===== config.mk =====
export PLATFORM = sky130hd
export DESIGN_NAME = subcycle_gen
export DESIGN_NICKNAME = d
export VERILOG_FILES = /design/src/rtl/subcycle_gen.sv
export SDC_FILE = /design/constraint.sdc
export NUM_CORES = 1
export LEC_CHECK = 0
export ABC_AREA = 1
export BUFFER_PORTS_ARGS = -buffer_cell sky130_fd_sc_hd__buf_2
export CAP_MARGIN = 20
export CELL_PAD_IN_SITES_DETAIL_PLACEMENT = 0
export CELL_PAD_IN_SITES_GLOBAL_PLACEMENT = 1
export CORE_MARGIN = 4
export CORE_UTILIZATION = 37
export DETAILED_ROUTE_END_ITERATION = 12
export PLACE_DENSITY_LB_ADDON = 0.1
export SLEW_MARGIN = 20
export SYNTH_ARGS = -nofsm -noshare
export SYNTH_HDL_FRONTEND = slang
export SYNTH_SLANG_ARGS = --single-unit

===== constraint.sdc =====
create_clock -name clk -period 1.35 [get_ports clk]
set_input_delay 0.27 -clock clk [delete_from_list [all_inputs] [get_ports clk]]
set_output_delay 0.27 -clock clk [all_outputs]
set_load 0.03 [all_outputs]

===== src/rtl/subcycle_gen.sv =====
module subcycle_gen #(
  parameter int          PHASE_CLKS = 8,
  parameter int          GAP_CLKS   = 1,
  parameter logic [7:0]  INIT       = 8'h80
) (
  input  logic       clk,
  input  logic       rst_n,
  output logic       phi1,
  output logic       phi2,
  output logic [7:0] sub,
  output logic       sync
);
  localparam int PERIOD = 2 * (PHASE_CLKS + GAP_CLKS);
  localparam int CW     = $clog2(PERIOD);
  localparam int P2_ON  = PHASE_CLKS + GAP_CLKS;
  localparam int P2_OFF = P2_ON + PHASE_CLKS;

  logic [CW-1:0] cnt;
  logic          phi1_d;
  logic [7:0]    ring;

  wire wrap    = (cnt == CW'(PERIOD - 1));
  wire advance = phi1 & ~phi1_d;

  always_ff @(posedge clk) begin
    if (!rst_n) begin
      cnt    <= '0;
      phi1   <= 1'b0;
      phi2   <= 1'b0;
      phi1_d <= 1'b0;
      ring   <= INIT;
    end else begin
      cnt    <= wrap ? '0 : cnt + 1'b1;
      phi1   <= (cnt < CW'(PHASE_CLKS));
      phi2   <= (cnt >= CW'(P2_ON)) && (cnt < CW'(P2_OFF));
      phi1_d <= phi1;
      if (advance)
        ring <= {ring[6:0], ~|ring[6:0]};
    end
  end

  assign sub  = ring;
  assign sync = ring[7];
endmodule


# Word-level counts from Yosys, hierarchy flattened
# Index checks and enable logic that the tools add are counted.
# totals
register_bits,16
inputBits,2
out_inout_bits,11
wordCells,17
# op_classes
addsub,1
magnitude_cmp,3
eq_ne,1
bitwise_logic,3
n_reduce_logical,4
# op_table
operator,n
$reduce_or A7 Y1,1
$add A5 B1 Y5 const B,1
$eq A5 B5 Y1 const B,1
$ge A5 B4 Y1 const B,1
$lt A5 B4 Y1 const B,1
$lt A5 B5 Y1 const B,1
$not A1 Y1,2
$reduce_or A2 Y1,1
$and A1 B1 Y1,1
$logic_and A1 B1 Y1,1
$logic_not A1 Y1,1

# Logic depth before layout (Yosys ltp)
# Gate-level depths: netlist of the first run.
# logic_depth
word_depth,2
mapped_depth,6

# Least setup slack after synthesis of the first run
# No wires, ideal clock.
# synth_timing
path_type,reg-to-reg
start,reg phi1
end,"reg ring[4], in the netlist sub[4]"
setup_ps,117
t_arrival_ps,947
required_time_ps,1233
path_slack_ps,286
path_stages_with_launch,5
path_buffers,1
synth_period_minus_slack_ps,1064
cell_sequence,dfxtp_1 nand2_2 buf_6 o21ai_1 a21oi_1
# synth_via
elab_chain_cells,1
# synth_lines
element,line,source
"start, declared",8,"output logic phi1,"
"start signal, assigned",34,phi1 <= (cnt < CW'(PHASE_CLKS));
$and A1 B1 Y1,23,wire advance = phi1 & ~phi1_d;
"end signal, assigned",38,"ring <= {ring[6:0], ~|ring[6:0]};"
"end, declared",20,logic [7:0] ring;
# No other way between the ends.
# A chain may end at the register's enable or synchronous reset.

# Worst setup path after layout of the first run
# layout_timing
start,"reg ring[1], in the netlist sub[1]"
end,out sub[1]
# layout_lines
element,line,source
"end, declared",10,"output logic [7:0] sub,"
# No word-level cell between the ends.

==> results of run 1 <==
==> cell usage in the layout, fill, tap and decap left out <==
| cell type | instances |
|---|---|
| o211ai_1 | 1 |
| nand3_2 | 2 |
| dfxtp_1 | 16 |
| o21ai_0 | 3 |
| nor2_2 | 5 |
| clkbuf_4 | 3 |
| o21ai_1 | 2 |
| xnor2_1 | 1 |
| nand3_1 | 2 |
| nand2_1 | 10 |
| inv_1 | 12 |
| nor2_1 | 8 |
| a21oi_1 | 8 |
| nand2_4 | 1 |
| xor2_1 | 2 |
| nand2_2 | 1 |
| ha_1 | 2 |
| nor3_1 | 2 |
| buf_2 | 12 |
==> path summary, 6_finish.rpt <==
kind	slack, ps	end
worst max-delay path	200	sub[1]
worst min-delay path	310	sub[7]$_SDFFE_PN1P_
worst max register to register	280	cnt[4]$_SDFF_PP0_
worst min register to register	460	sub[0]$_SDFFE_PN0P_
==> cell usage after synthesis <==
cell type	n
o21ai_0	3
nand3_2	2
nor3_1	2
xor2_1	2
inv_1	12
dfxtp_1	16
o211ai_1	1
nand3_1	2
nor2_2	5
a21oi_1	8
ha_1	2
xnor2_1	1
nand2_2	1
o21ai_1	2
buf_6	1
buf_4	2
nor2_1	8
nand2_1	10
nand2_4	1
==> cell type report <==
cell class | instances | share of cell area [%]
inverters | 12 | 5.93
flip-flops and latches | 16 | 42.2
multi-input cells | 50 | 36.9
repair buffers | 12 | 7.91
well taps | 25 | 4.12
clock buffers | 3 | 2.97
==> power by group through the flow <==
| stage | sequential [mW] | combinational, mW | clock (mW) |
|---|---|---|---|
| 6_report | 0.522 | 0.150 | 0.229 |
| 5_1_grt | 0.528 | 0.168 | 0.269 |
| 4_1_cts | 0.523 | 0.152 | 0.245 |
| 3_5_place_dp | 0.534 | 0.151 | 0 |
| 3_3_place_gp | 0.532 | 0.151 | 0 |
| 2_1_floorplan | 0.569 | 0.0872 | 0 |
==> cells by family (layout without fill, tap and decap cells) <==
kind of cell,after synthesis,after routing,synth area share [%]
AOI/OAI and AO/OA,14,14,10.8
DFF,16,16,47.7
adders and majority gates,2,2,3.72
and+or+nand+nor,31,31,23.3
xor gates and xnor gates,3,3,3.91
buffers and inverters,15,27,10.6
==> flip-flops by register name (all words and copies together) (netlist names) <==
name    count
sub         8
cnt         5
phi1        1
phi1_d      1
phi2        1
==> stage by stage <==
stage                     util (%)  hold slack [ps]
after floorplan                  -              465
after global placement        42.7              448
after detailed placement      42.7              450
after CTS                     44.0              305
after global routing          44.0              324
final                         44.0              307
==> per-layer routing <==
metal / up-vias / share of wire (%) / global-route usage, %
met5: - / 0 / 0
met4: 0 / 1.2 / 4.04
met3: 2 / 4.3 / 4.45
met2: 11 / 40 / 15.0
met1: 219 / 54 / 14.0
li1: 278 / - / -
==> summary.md, run 1 <==
| Metric | Value |
|---|---|
| Status | `finished, final reports clean` |
| Non-Filler Instances | `about 120` |
| Crit-path leading delay family | `flip-flops` |
| Placement Setup Slack | `around 280 ps` |
| RSZ-0062 raised after global routing | `false` |
| Max_cap viols | `0` |
| CTS HTree Levels | `1` |
| CP startpoint | `sub[1]$_SDFFE_PN0P_` |
| Core Rows | `15` |
| Global-route wire length before repair | `just over 2000 um` |
| Initial antenna violation count | `0` |
| Int Power | `0.651 mW` |
| Post-synthesis sequential element count | `16` |
| Post_cts resized | `0` |
| Final #Nets | `99` |
| Synth warn | `0` |
| Min-Delay Path Class | `input pin to register` |
| Seq pwr share | `58.0%` |
| Leak pwr | `0.342 nW` |
| Crit Path Class | `register to output pin` |
| FF/Latch Area | `about 320 um^2` |
| Reg2reg start | `cnt[0]$_SDFF_PP0_` |
| Largest cells by area after synthesis | `dfxtp_1 (48%), inv_1 (6.7%), a21oi_1 (6.0%)` |
| Power Total | `0.901 mW` |
| Mapped Avg Cell Area | `~8.3 um^2` |
| Worst-skew pair later-pin latency | `between 200 and 300 ps` |
| Synth top area share | `47.7%` |
| Clock transition at the registers of the reported paths | `80 ps` |
| Synth Instances | `~80` |
| Dominant cell type by area after synthesis | `dfxtp_1` |
| Critical Path AT | `880 ps` |
| CTS tree | `built` |
| CP Max Fanout | `4` |
| Finish-stage setup viols | `0` |
| CTS sink count | `16` |
| Hold Path Cell Cnt | `2` |
| Max Fclk | `870 MHz` |
| Setup total negative slack | `0 ps` |
| PortBufs | `12` |
| Slew HR | `82.6%` |
| Slowest-stage cell, CP | `dfxtp_1` |
| Top-level I/O count | `13` |
| CP Capture Type | `output pin` |
| Vias in the first global route | `466` |
| Slowest stage delay, CP | `390 ps` |
| DR WL/cell | `9.58 um` |
| Layout cells sized above 1 | `25.8%` |
| TritonCTS buffer count | `3` |
| Dpl cells | `115` |
| ANT nets after route | `0` |
| Detailed-route via count | `510` |
| Max Slew Vio Count | `0` |
| Root buf cell | `clkbuf_4` |
| Iter 0 DRT Violations | `11` |
| Post-CTS Hold Buffers | `0` |
| Inserted Diodes | `0` |
| Crit path buf inv count | `1` |
| Post-CTS Setup Bufs | `0` |
| Mapped cell area | `672 um^2` |
| Stages on the worst setup path | `1` |
| Cells along the critical path | `buf_2` |
| Placed wire-length estimate | `827 um` |
| CTS Buffer Depth | `2` |
| Core area | `1730 um^2` |
| DR pass1 iterations | `5` |
| Final setup margin | `201 ps` |
| Synth cell types | `19` |
| Seq/Total Area, Yosys | `47.7%` |
| Clock share of power | `25.4%` |
| Multi-input gate area | `280 um^2` |
| Pwr/cell area | `1190 nW/um^2` |
| Post-route cell area | `759 um^2` |
| Largest net degree at the start of global routing | `15` |
| Slew @ Worst Pin | `roughly 260 ps` |
| # DRC | `0` |
| Die Wd | `just over 50 um` |
| Grt total ovfl | `0` |
| R2R depth | `4` |
| CP required | `1080 ps` |
| Final Hold Viols | `0` |
| Placed Area | `about 740 um^2` |
| Filler cells | `192` |
| Gate power share | `16.6%` |
| WL final | `1130 um` |
| Die height | `50.6 um` |
| Min Tclk post-route | `1150 ps` |
| NetSw | `0.250 mW` |
| Final worst-path cycle share | `between 80% and 90%` |
| Crit start category | `register` |
| Setup Skew | `3.08 ps` |
| P&R area growth vs syn | `13.0%` |
| Switching share of power | `27.8%` |
| Maximum vdd ir drop | `between 0.4 and 0.5 mV` |
| Min-delay src | `rst_n` |
| Via density | `4.32` |
| Global Route Usage Sum | `about a tenth` |
| Die area | `2560 um^2` |
| Post-synthesis net count | `85` |
| RD Place Congestion | `0.744` |
| Starting Density | `approximately 39%` |
Power figures use the tool's default switching activity.
==> run 2, diff against run 1 <==
ABC_AREA = not set   (was 1)
CORE_UTILIZATION = 38   (was 37)
==> run 2 against run 1 <==
Net effect: die area is 3.3% lower; highest routed layer unchanged; sequential share of layout area is 0.28 points higher; total power is 1.5% higher; synthesized cell count is 7.4% lower; critical path type unchanged; non-clock buffer count is 1 higher.
==> summary.md, run 2 <==
| Metric | Value |
|---|---|
| Final Hold Viols | `0 (unchanged)` |
| Dpl cells | `99 (was 115)` |
| Initial antenna violation count | `0 (unchanged)` |
| DR WL/cell | `11.6 um (was 9.58 um)` |
| ANT nets after route | `0 (unchanged)` |
| TritonCTS buffer count | `3 (unchanged)` |
| Status | `finished, final reports clean (unchanged)` |
| Synth cell types | `23 (was 19)` |
| Dominant cell type by area after synthesis | `dfxtp_1 (unchanged)` |
| Finish-stage setup viols | `0 (unchanged)` |
| Min Tclk post-route | `1170 ps (was 1150 ps)` |
| PortBufs | `12 (unchanged)` |
| Crit-path leading delay family | `flip-flops (unchanged)` |
| Power Total | `0.915 mW (was 0.901 mW)` |
| CTS Buffer Depth | `2 (unchanged)` |
| DR pass1 iterations | `4 (was 5)` |
| Iter 0 DRT Violations | `15 (was 11)` |
| Post-CTS Setup Bufs | `0 (unchanged)` |
| Core Rows | `14 (was 15)` |
| Critical Path AT | `900 ps (was 880 ps)` |
| Setup total negative slack | `0 ps (unchanged)` |
| Reg2reg start | `cnt[0]$_SDFF_PP0_ (unchanged)` |
| Seq/Total Area, Yosys | `48.3% (was 47.7%)` |
| CP startpoint | `sub[0]$_SDFFE_PN0P_ (was sub[1]$_SDFFE_PN0P_)` |
| Layout cells sized above 1 | `19.5% (was 25.8%)` |
| Max_cap viols | `0 (unchanged)` |
| Slew @ Worst Pin | `322 ps (was 261 ps)` |
| Synth Instances | `75 (was 81)` |
| Clock transition at the registers of the reported paths | `90 ps (was 80 ps)` |
| # DRC | `0 (unchanged)` |
| Max reg flops | `8 (unchanged)` |
| CP Capture Type | `output pin (unchanged)` |
| CTS tree | `built (unchanged)` |
| Leak pwr | `0.305 nW (was 0.342 nW)` |
| Max Slew Vio Count | `0 (unchanged)` |
| Global-route wire length before repair | `1970 um (was 2050 um)` |
| Post_cts resized | `0 (unchanged)` |
| Slew HR | `78.6% (was 82.6%)` |
| Post-synth ARST share | `0% (unchanged)` |
| Largest cells by area after synthesis | `dfxtp_1 (48%), nand2_1 (9.1%), a21boi_0 (7.9%) (was dfxtp_1 (48%), inv_1 (6.7%), a21oi_1 (6.0%))` |
| Synth top area share | `48.3% (was 47.7%)` |
| Post-synthesis net count | `79 (was 85)` |
| Vias in the first global route | `448 (was 466)` |
| Post-CTS Hold Buffers | `0 (unchanged)` |
| Final setup margin | `183 ps (was 201 ps)` |
| Min-Delay Path Class | `input pin to register (unchanged)` |
| Pwr/cell area | `1210 nW/um^2 (was 1190 nW/um^2)` |
| Placement Setup Slack | `267 ps (was 285 ps)` |
| Commonest cells after routing, fill and taps aside | `nand2_1 (16), dfxtp_1 (16), buf_2 (12) (was dfxtp_1 (16), inv_1 (12), buf_2 (12))` |
| Crit path buf inv count | `1 (unchanged)` |
| Min-delay src | `rst_n (unchanged)` |
| CTS sink count | `16 (unchanged)` |
| Root buf cell | `clkbuf_4 (unchanged)` |
| Crit Path Class | `register to output pin (unchanged)` |
| Most used DFF post-synth | `dfxtp_1 (unchanged)` |
| Final worst-path cycle share | `86.5% (was 85.1%)` |
| Slowest-stage cell, CP | `dfxtp_1 (unchanged)` |
| Mapped Avg Cell Area | `8.84 um^2 (was 8.29 um^2)` |
| Post-synth top cells | `dfxtp_1 (16), nand2_1 (16), a21boi_0 (7) (was dfxtp_1 (16), inv_1 (12), nand2_1 (10))` |
| Final #Nets | `92 (was 99)` |
| RSZ-0062 raised after global routing | `false (unchanged)` |
| EDFF count, synth | `0 (unchanged)` |
| CP Max Fanout | `4 (unchanged)` |
| Core area | `1580 um^2 (was 1730 um^2)` |
| Worst-skew pair later-pin latency | `280 ps (was 270 ps)` |
| Cells along the critical path | `buf_2 (unchanged)` |
| Post-synthesis sequential element count | `16 (unchanged)` |
| WL final | `1200 um (was 1130 um)` |
| Setup Skew | `0.980 ps (was 3.08 ps)` |
| Max Fclk | `857 MHz (was 870 MHz)` |
| RD Place Congestion | `0.712 (was 0.744)` |
| P&R area growth vs syn | `13.8% (was 13.0%)` |
| Die area | `2480 um^2 (was 2560 um^2)` |
| Mapped cell area | `663 um^2 (was 672 um^2)` |
| Die Wd | `49.8 um (was 50.6 um)` |
| Slowest stage delay, CP | `390 ps (about the same)` |
| Top-level I/O count | `13 (unchanged)` |
| Via density | `5.07 (was 4.32)` |
| Non-Filler Instances | `103 (was 118)` |
| Die height | `49.8 um (was 50.6 um)` |
| Maximum vdd ir drop | `0.854 mV (was 0.462 mV)` |
| Grt total ovfl | `0 (unchanged)` |
| CTS HTree Levels | `1 (unchanged)` |
| Detailed-route via count | `522 (was 510)` |
| Global Route Usage Sum | `10.6% (about the same)` |
| Crit start category | `register (unchanged)` |
| Starting Density | `42.1% (was 38.9%)` |
| Synth warn | `0 (unchanged)` |
| Placed wire-length estimate | `822 um (was 827 um)` |
| Largest net degree at the start of global routing | `17 (was 15)` |
| Inserted Diodes | `0 (unchanged)` |
| CP required | `1080 ps (about the same)` |
[run 2: cell types whose count changed after synthesis, sizes merged, moves of 4 or more]
cell	before	now
inv	12	1
a21oi	8	2
nand2	12	16
nor2	13	2
a21boi	0	8
[run 2: kinds of logic after synthesis]
group	synth area share, %
AND/OR/NAND/NOR	29.1
flip-flops	48.3
AO/OA/AOI/OAI	12.1
buffers and inverters	5.47
adder cells (fa/ha/maj)	3.77
XOR/XNOR	1.32
[run 2: layout make-up]
| class | instances | area (um^2) |
|---|---|---|
| Multi-Input combinational cell | 53 | 307 |
| Fill cell | 166 | 822 |
| Timing Repair Buffer | 13 | 67.6 |
| Clock buffer | 4 | 36.3 |
| Inverter | 1 | 3.75 |
| Tap cell | 16 | 20.0 |
| Sequential cell | 16 | 320 |
[run 2: report_power, final]
part           internal, mW  leakage (nW)  switching [mW]
sequential            0.490         0.131          0.0188
clock                 0.164        0.0210           0.146
combinational        0.0353         0.153          0.0604
[run 2: routing by layer]
metal  routed length, um  GRT usage (%)  up-vias
met4                  13           4.15        0
li1                    -              -      275
met5                   0              0        -
met1                 625           13.2      231
met2                 480           15.4       14
met3                  76           5.42        2
[run 2: stage by stage]
stage,utilization [%],area (um^2),hold WS [ps]
5_1_grt,47.9,754,312
3_3_place_gp,45.6,718,464
3_5_place_dp,45.6,718,469
4_1_cts,47.9,754,289
2_1_floorplan,-,663,423
6_report,47.9,754,298
[run 2: worst paths after layout]
path                                            end  slack (ps)  cells past startpoint
worst min-delay path            sub[7]$_SDFFE_PN1P_         300                      2
worst max register to register    cnt[1]$_SDFF_PP0_         250                      4
worst max-delay path                         sub[0]         180                      1
worst min register to register  sub[7]$_SDFFE_PN1P_         480                      2
